File: config.mk
export PLATFORM = sky130hd
export DESIGN_NAME = i2c_addr_matcher
export DESIGN_NICKNAME = d
export VERILOG_FILES = /design/src/rtl/i2c_match_pkg.sv /design/src/rtl/i2c_match_dp.sv /design/src/rtl/i2c_match_ctl.sv /design/src/rtl/i2c_addr_matcher.sv
export SDC_FILE = /design/constraint.sdc
export NUM_CORES = 1
export LEC_CHECK = 0
export ABC_CLOCK_PERIOD_IN_PS = 1920
export BUFFER_PORTS_ARGS = -buffer_cell sky130_fd_sc_hd__clkbuf_2
export CORE_MARGIN = 2
export CORE_UTILIZATION = 55
export DETAILED_ROUTE_END_ITERATION = 10
export PLACE_DENSITY = 0.78
export SYNTH_ARGS = -nofsm -noshare
export SYNTH_HDL_FRONTEND = slang
export SYNTH_SLANG_ARGS = --single-unit
File: constraint.sdc
create_clock -name clk -period 1.92 [get_ports clk]
set_clock_uncertainty 0.05 [all_clocks]
set_input_delay 0.384 -clock clk [delete_from_list [all_inputs] [get_ports clk]]
set_output_delay 0.384 -clock clk [all_outputs]
set_load 0.02 [all_outputs]
File: src/rtl/i2c_match_pkg.sv
package i2c_match_pkg;

  // Fixed by the bus: address and data move as 8-bit units plus one acknowledge.
  localparam int ADDR_W   = 8;
  localparam int CNT_W    = $clog2(ADDR_W + 2);
  localparam logic [CNT_W-1:0] LAST_BIT = CNT_W'(ADDR_W);
  localparam logic [CNT_W-1:0] ACK_SLOT = CNT_W'(ADDR_W + 1);

  // 10-bit header prefix and the mask that selects it in the high register.
  localparam logic [4:0]        TEN_PREFIX = 5'b11110;
  localparam logic [ADDR_W-1:0] TEN_MASK   = 8'hF8;
  localparam logic [ADDR_W-1:0] TEN_MARK   = 8'hF0;

  // Line events reported by the datapath.
  typedef struct packed {
    logic startEv;
    logic stopEv;
    logic byteDone;
    logic ackEnd;
  } busEvt_t;

  // Strobes from control to datapath.
  typedef struct packed {
    logic ackGo;
  } ctlCmd_t;

  typedef enum logic [2:0] {
    ST_IDLE,
    ST_HDR,
    ST_LOW,
    ST_SEL,
    ST_SKIP
  } matchState_t;

endpackage

File: src/rtl/i2c_match_dp.sv
module i2c_match_dp
  import i2c_match_pkg::*;
#(
  parameter int SYNC_STAGES = 2
) (
  input  logic              clk,
  input  logic              rstN,
  input  logic              sclIn,
  input  logic              sdaIn,
  input  ctlCmd_t           cmd,
  output busEvt_t           evt,
  output logic [ADDR_W-1:0] rxByte,
  output logic              sdaPullLow
);

  logic [SYNC_STAGES-1:0] sclSync;
  logic [SYNC_STAGES-1:0] sdaSync;
  logic                   sclPrev;
  logic                   sdaPrev;
  logic                   sclNow;
  logic                   sdaNow;
  logic                   sclRise;
  logic                   sclFall;
  logic [CNT_W-1:0]       bitCnt;

  // Synchronizer chains, idle-high after reset.
  always_ff @(posedge clk or negedge rstN) begin
    if (!rstN) begin
      sclSync <= '1;
      sdaSync <= '1;
      sclPrev <= 1'b1;
      sdaPrev <= 1'b1;
    end else begin
      sclSync <= {sclSync[SYNC_STAGES-2:0], sclIn};
      sdaSync <= {sdaSync[SYNC_STAGES-2:0], sdaIn};
      sclPrev <= sclNow;
      sdaPrev <= sdaNow;
    end
  end

  assign sclNow  = sclSync[SYNC_STAGES-1];
  assign sdaNow  = sdaSync[SYNC_STAGES-1];
  assign sclRise = sclNow & ~sclPrev;
  assign sclFall = ~sclNow & sclPrev;

  assign evt.startEv  = sclNow & sclPrev & sdaPrev & ~sdaNow;
  assign evt.stopEv   = sclNow & sclPrev & ~sdaPrev & sdaNow;
  assign evt.byteDone = sclFall && (bitCnt == LAST_BIT);
  assign evt.ackEnd   = sclFall && (bitCnt == ACK_SLOT);

  // Bit counter: 0..7 data bits, LAST_BIT after the eighth, ACK_SLOT in the ninth pulse.
  always_ff @(posedge clk or negedge rstN) begin
    if (!rstN) begin
      bitCnt <= '0;
      rxByte <= '0;
    end else if (evt.startEv || evt.stopEv) begin
      bitCnt <= '0;
    end else if (sclRise) begin
      if (bitCnt < LAST_BIT) begin
        rxByte <= {rxByte[ADDR_W-2:0], sdaNow};
        bitCnt <= bitCnt + 1'b1;
      end else if (bitCnt == LAST_BIT) begin
        bitCnt <= ACK_SLOT;
      end
    end else if (evt.ackEnd) begin
      bitCnt <= '0;
    end
  end

  // Acknowledge pull: set by control while SCL is low, cleared after the ninth pulse.
  always_ff @(posedge clk or negedge rstN) begin
    if (!rstN) begin
      sdaPullLow <= 1'b0;
    end else if (evt.startEv || evt.stopEv || evt.ackEnd) begin
      sdaPullLow <= 1'b0;
    end else if (cmd.ackGo) begin
      sdaPullLow <= 1'b1;
    end
  end

endmodule

File: src/rtl/i2c_match_ctl.sv
module i2c_match_ctl
  import i2c_match_pkg::*;
(
  input  logic              clk,
  input  logic              rstN,
  input  busEvt_t           evt,
  input  logic [ADDR_W-1:0] rxByte,
  input  logic [ADDR_W-1:0] hiAddr,
  input  logic [ADDR_W-1:0] loAddr,
  output ctlCmd_t           cmd,
  output logic              selected,
  output logic              readDir,
  output logic              busy
);

  matchState_t state;
  matchState_t stNext;
  logic        armed;
  logic        armNext;
  logic        ackNow;
  logic        selSet;
  logic        dirSet;
  logic        sevenMode;
  logic        tenMode;
  logic        sevenHit;
  logic        hdrHit;
  logic [6:0]  hdrTag;

  // Mode comes from the high register only.
  assign sevenMode = (hiAddr == '0);
  assign tenMode   = ((hiAddr & TEN_MASK) == TEN_MARK);
  assign hdrTag    = {TEN_PREFIX, hiAddr[2:1]};
  assign sevenHit  = sevenMode && (rxByte[7:1] == loAddr[6:0]);
  assign hdrHit    = tenMode && (rxByte[7:1] == hdrTag);

  always_comb begin
    ackNow  = 1'b0;
    selSet  = 1'b0;
    dirSet  = 1'b0;
    armNext = armed;
    stNext  = state;
    if (evt.byteDone) begin
      unique case (state)
        ST_HDR: begin
          armNext = 1'b0;
          stNext  = ST_SKIP;
          if (sevenHit) begin
            ackNow = 1'b1;
            selSet = 1'b1;
            dirSet = rxByte[0];
            stNext = ST_SEL;
          end else if (hdrHit && !rxByte[0]) begin
            ackNow = 1'b1;
            stNext = ST_LOW;
          end else if (hdrHit && armed) begin
            ackNow  = 1'b1;
            selSet  = 1'b1;
            dirSet  = 1'b1;
            armNext = 1'b1;
            stNext  = ST_SEL;
          end
        end
        ST_LOW: begin
          if (tenMode && (rxByte == loAddr)) begin
            ackNow  = 1'b1;
            selSet  = 1'b1;
            armNext = 1'b1;
            stNext  = ST_SEL;
          end else begin
            stNext = ST_SKIP;
          end
        end
        default: ;
      endcase
    end
  end

  assign cmd.ackGo = ackNow;

  always_ff @(posedge clk or negedge rstN) begin
    if (!rstN) begin
      state    <= ST_IDLE;
      armed    <= 1'b0;
      selected <= 1'b0;
      readDir  <= 1'b0;
      busy     <= 1'b0;
    end else if (evt.startEv) begin
      state    <= ST_HDR;
      selected <= 1'b0;
      readDir  <= 1'b0;
      busy     <= 1'b1;
    end else if (evt.stopEv) begin
      state    <= ST_IDLE;
      armed    <= 1'b0;
      selected <= 1'b0;
      readDir  <= 1'b0;
      busy     <= 1'b0;
    end else begin
      state <= stNext;
      armed <= armNext;
      if (selSet) begin
        selected <= 1'b1;
        readDir  <= dirSet;
      end
    end
  end

endmodule

File: src/rtl/i2c_addr_matcher.sv
module i2c_addr_matcher
  import i2c_match_pkg::*;
#(
  parameter int SYNC_STAGES = 2
) (
  input  logic       clk,
  input  logic       rstN,
  input  logic       sclIn,
  input  logic       sdaIn,
  input  logic [7:0] hiAddr,
  input  logic [7:0] loAddr,
  output logic       sdaPullLow,
  output logic       selected,
  output logic       readDir,
  output logic       busy
);

  busEvt_t           evt;
  ctlCmd_t           cmd;
  logic [ADDR_W-1:0] rxByte;
  logic              startSeen;
  logic              stopSeen;

  i2c_match_dp #(.SYNC_STAGES(SYNC_STAGES)) u_dp (
    .clk        (clk),
    .rstN       (rstN),
    .sclIn      (sclIn),
    .sdaIn      (sdaIn),
    .cmd        (cmd),
    .evt        (evt),
    .rxByte     (rxByte),
    .sdaPullLow (sdaPullLow)
  );

  i2c_match_ctl u_ctl (
    .clk      (clk),
    .rstN     (rstN),
    .evt      (evt),
    .rxByte   (rxByte),
    .hiAddr   (hiAddr),
    .loAddr   (loAddr),
    .cmd      (cmd),
    .selected (selected),
    .readDir  (readDir),
    .busy     (busy)
  );

  assign startSeen = evt.startEv;
  assign stopSeen  = evt.stopEv;

endmodule

==> impl_metrics.env <==
export IMPL_status="finished, violations left"
export IMPL_violations="negative hold slack"
export IMPL_reg2reg_from="u_dp.sclSync[1]"
export IMPL_cts_buffers=3
export IMPL_antenna_found_initial=0
export IMPL_rows=18
export IMPL_ant_nets=0
export IMPL_routed_wl_microns=2920
export IMPL_hpwl_microns=2220
export IMPL_wire_per_inst_microns=14.6
export IMPL_pin_count=24
export IMPL_maxCapViolations=0
export IMPL_synthCells=135
export IMPL_yosysWarnings=0
export IMPL_yosys_area_share_simple_pct=18.7
export IMPL_fin_area_sq_um=1750
export IMPL_antenna_cells=0
export IMPL_worst_slew_margin_rel_pct=59.1
export IMPL_slowest_delay_ns=0.59
export IMPL_r2r_end="u_dp.rxByte[2]"
export IMPL_final_nets=194
export IMPL_portBuffers=23
export IMPL_slew_violations=0
export IMPL_synth_avg_cell_area_sq_um=11.0
export IMPL_r2r_slack_ns=0.10
export IMPL_powerDensity_nw_per_um2=989
export IMPL_clkLatencyLatePin_ns=0.33
export IMPL_dr_total_vias=1151
export IMPL_yosys_register_bits=26
export IMPL_cts_max_level=1
export IMPL_syn_area_sq_um=1480
export IMPL_synthMuxAreaShare_pct=7.52
export IMPL_clk_pin_slew_ns=0.14
export IMPL_vias_per_cell=5.76
export IMPL_synth_cell_type_count=41
export IMPL_tightest_slew_ns=0.614
export IMPL_die_area_sq_um=3120
export IMPL_root_buffer="clkbuf_4"
export IMPL_cts_path_max_buffers=2
export IMPL_crit_chain="nor2b_1 > nor2b_1 > buf_4 > mux2_2"
export IMPL_synth_compound_area_share_pct=14.6
export IMPL_grt_start_max_net_pins=27
export IMPL_cp_start_kind="register"
export IMPL_start_util_pct=58.7
export IMPL_synth_xor_area_share_pct=10.6
export IMPL_path_class="reg -> reg"
export IMPL_cts_sinks=26
export IMPL_layout_common_cells="23 x clkbuf_2, 20 x dfrtp_1, 14 x xnor2_1, 14 x nand2_1"
export IMPL_fin_crit_ns=1.82
export IMPL_die_h_microns=55.9
export IMPL_tritoncts="built"
export IMPL_synth_edf_count=0
export IMPL_post_route_util_pct=69.3
export IMPL_crit_path_frequent_cell="nor2b_1"
export IMPL_async_flop_share_pct=100
export IMPL_synthAdderAreaFrac_pct=2.53
export IMPL_hold_viol=10
export IMPL_grt_overflow_total=0
export IMPL_final_common_cell="clkbuf_2"
export IMPL_core_area_sq_um=2520
export IMPL_crit_fanout=8
export IMPL_placed_cell_area_sq_um=1670
export IMPL_synth_nets=158
export IMPL_leakagePower_nw=0.761
export IMPL_ys_seq_area_share_pct=44.4
export IMPL_gp_congestion=0.860
export IMPL_synth_flop_cell="dfrtp_1"
export IMPL_hp_class="in -> async"
export IMPL_synth_top_family_by_area="simple AND/OR/NAND/NOR gates"
export IMPL_cpMaxStageDelayCell="dfstp_2"
export IMPL_fmax_ghz=0.550
export IMPL_worstPathRequired_ns=2.08
export IMPL_drive_gt1_share_pct=35.3
export IMPL_setup_viol=0
export IMPL_critPathArrivalTime_ns=1.98
export IMPL_grt_pass1_vias=1163
export IMPL_hold_slack_ns=-0.0110
export IMPL_reg2regPathDepth=4
export IMPL_ir_drop_mv=0.842
export IMPL_drt_iter0_markers=16
export IMPL_end_kind="register"
export IMPL_drc=0
export IMPL_period_share_pct=94.7
export IMPL_grt_pass1_wl_microns=5150
export IMPL_drt_pass1_iterations=4
export IMPL_area_growth_pct=18.1
export IMPL_die_w_microns=55.9
export IMPL_grtUsageTotal_pct=20.5
-- critical path: cells and delay by family, from the launching register on --
family	cells	cell delay, ns
mux	1	0.34
flops	1	0.59
buf+inv	1	0.24
simple gates	2	0.50
-- cell usage after synthesis, types with 2 or more instances --
cell type,count,area [sq um]
dfrtp_1,20,500
nand2_1,14,52.6
xnor2_1,14,123
mux2_2,9,101
dfstp_2,6,158
nand2b_1,6,37.5
nand3_1,6,30.0
inv_1,5,18.8
nor4_1,5,31.3
nor2_1,4,15.0
xor2_1,4,35.0
a21oi_1,3,15.0
ha_1,3,37.5
nand4_1,3,18.8
o21ai_0,3,15.0
a21boi_1,2,15.0
a32o_1,2,20.0
nor2b_1,2,12.5
o21a_1,2,15.0
-- worst max-delay path by stage --
stage / slack (ns) / start / to
after global placement: 0.16 / hiAddr[1] / u_ctl.state[2]
final: 0.10 / u_dp.sclSync[1] / u_dp.rxByte[2]
after CTS: 0.10 / u_dp.bitCnt[1] / u_ctl.state[0]
after floorplan: 0.27 / u_dp.sclSync[1] / u_dp.rxByte[0]
after global routing: -0.01 / u_dp.bitCnt[1] / u_ctl.state[0]
after detailed placement: 0.07 / hiAddr[1] / u_ctl.state[2]
-- power breakdown --
part / internal (mW) / switching (mW)
Combinational: 0.323 / 0.275
Clock: 0.116 / 0.159
Sequential: 0.674 / 0.181
Total: 1.11 / 0.615
-- through the flow --
step / std cells / TNS (ns) / hold WS (ns) / total power, mW / setup WS [ns]
6_report: 200 / 0 / -0.0110 / 1.73 / 0.103
5_1_grt: 200 / -0.0115 / 0.0447 / 1.85 / -0.0115
4_1_cts: 197 / 0 / 0.0155 / 1.69 / 0.103
3_5_place_dp: 193 / 0 / 0.300 / 1.42 / 0.0676
3_3_place_gp: 193 / 0 / 0.298 / 1.38 / 0.163
2_1_floorplan: 135 / 0 / 0.0384 / 1.24 / 0.272
-- timing repair --
action                                  CTS  global route
buffers inserted                          0             3
resized for setup                         0             4
hold buffers                              0             0
endpoints found under the setup margin    0             3
-- state kept, by name, summed over array words and instances (netlist names) --
name / count
u_dp.sclPrev: 1
u_dp.sdaPrev: 1
u_dp.sdaPullLow: 1
u_ctl.selected: 1
u_ctl.state: 3
u_ctl.armed: 1
u_dp.sclSync: 2
u_ctl.busy: 1
u_dp.rxByte: 8
u_ctl.readDir: 1
u_dp.bitCnt: 4
u_dp.sdaSync: 2
-- cell families after synthesis --
logic type	Yosys count
AND/OR/NAND/NOR	48
XOR/XNOR	18
AO/OA/AOI/OAI	24
multiplexers	10
flip-flops	26
buffers and inverters	6
adder cells (fa/ha/maj)	3
-- area by class of cell --
type | instances | area (sq um)
fill | 179 | 773
clock buffer | 4 | 36.3
timing repair buffer | 32 | 183
tap | 30 | 37.5
multi-input combinational | 103 | 816
sequential | 26 | 658
inverter | 5 | 18.8
-- metal layers --
metal,share of wire [%],up-vias,track usage [%]
met1,46,560,27.1
met2,49,22,33.8
met4,0.99,0,6.80
li1,-,564,-
met5,0,-,0
met3,3.4,5,3.95
No activity file was read; power rests on OpenSTA's default activity.
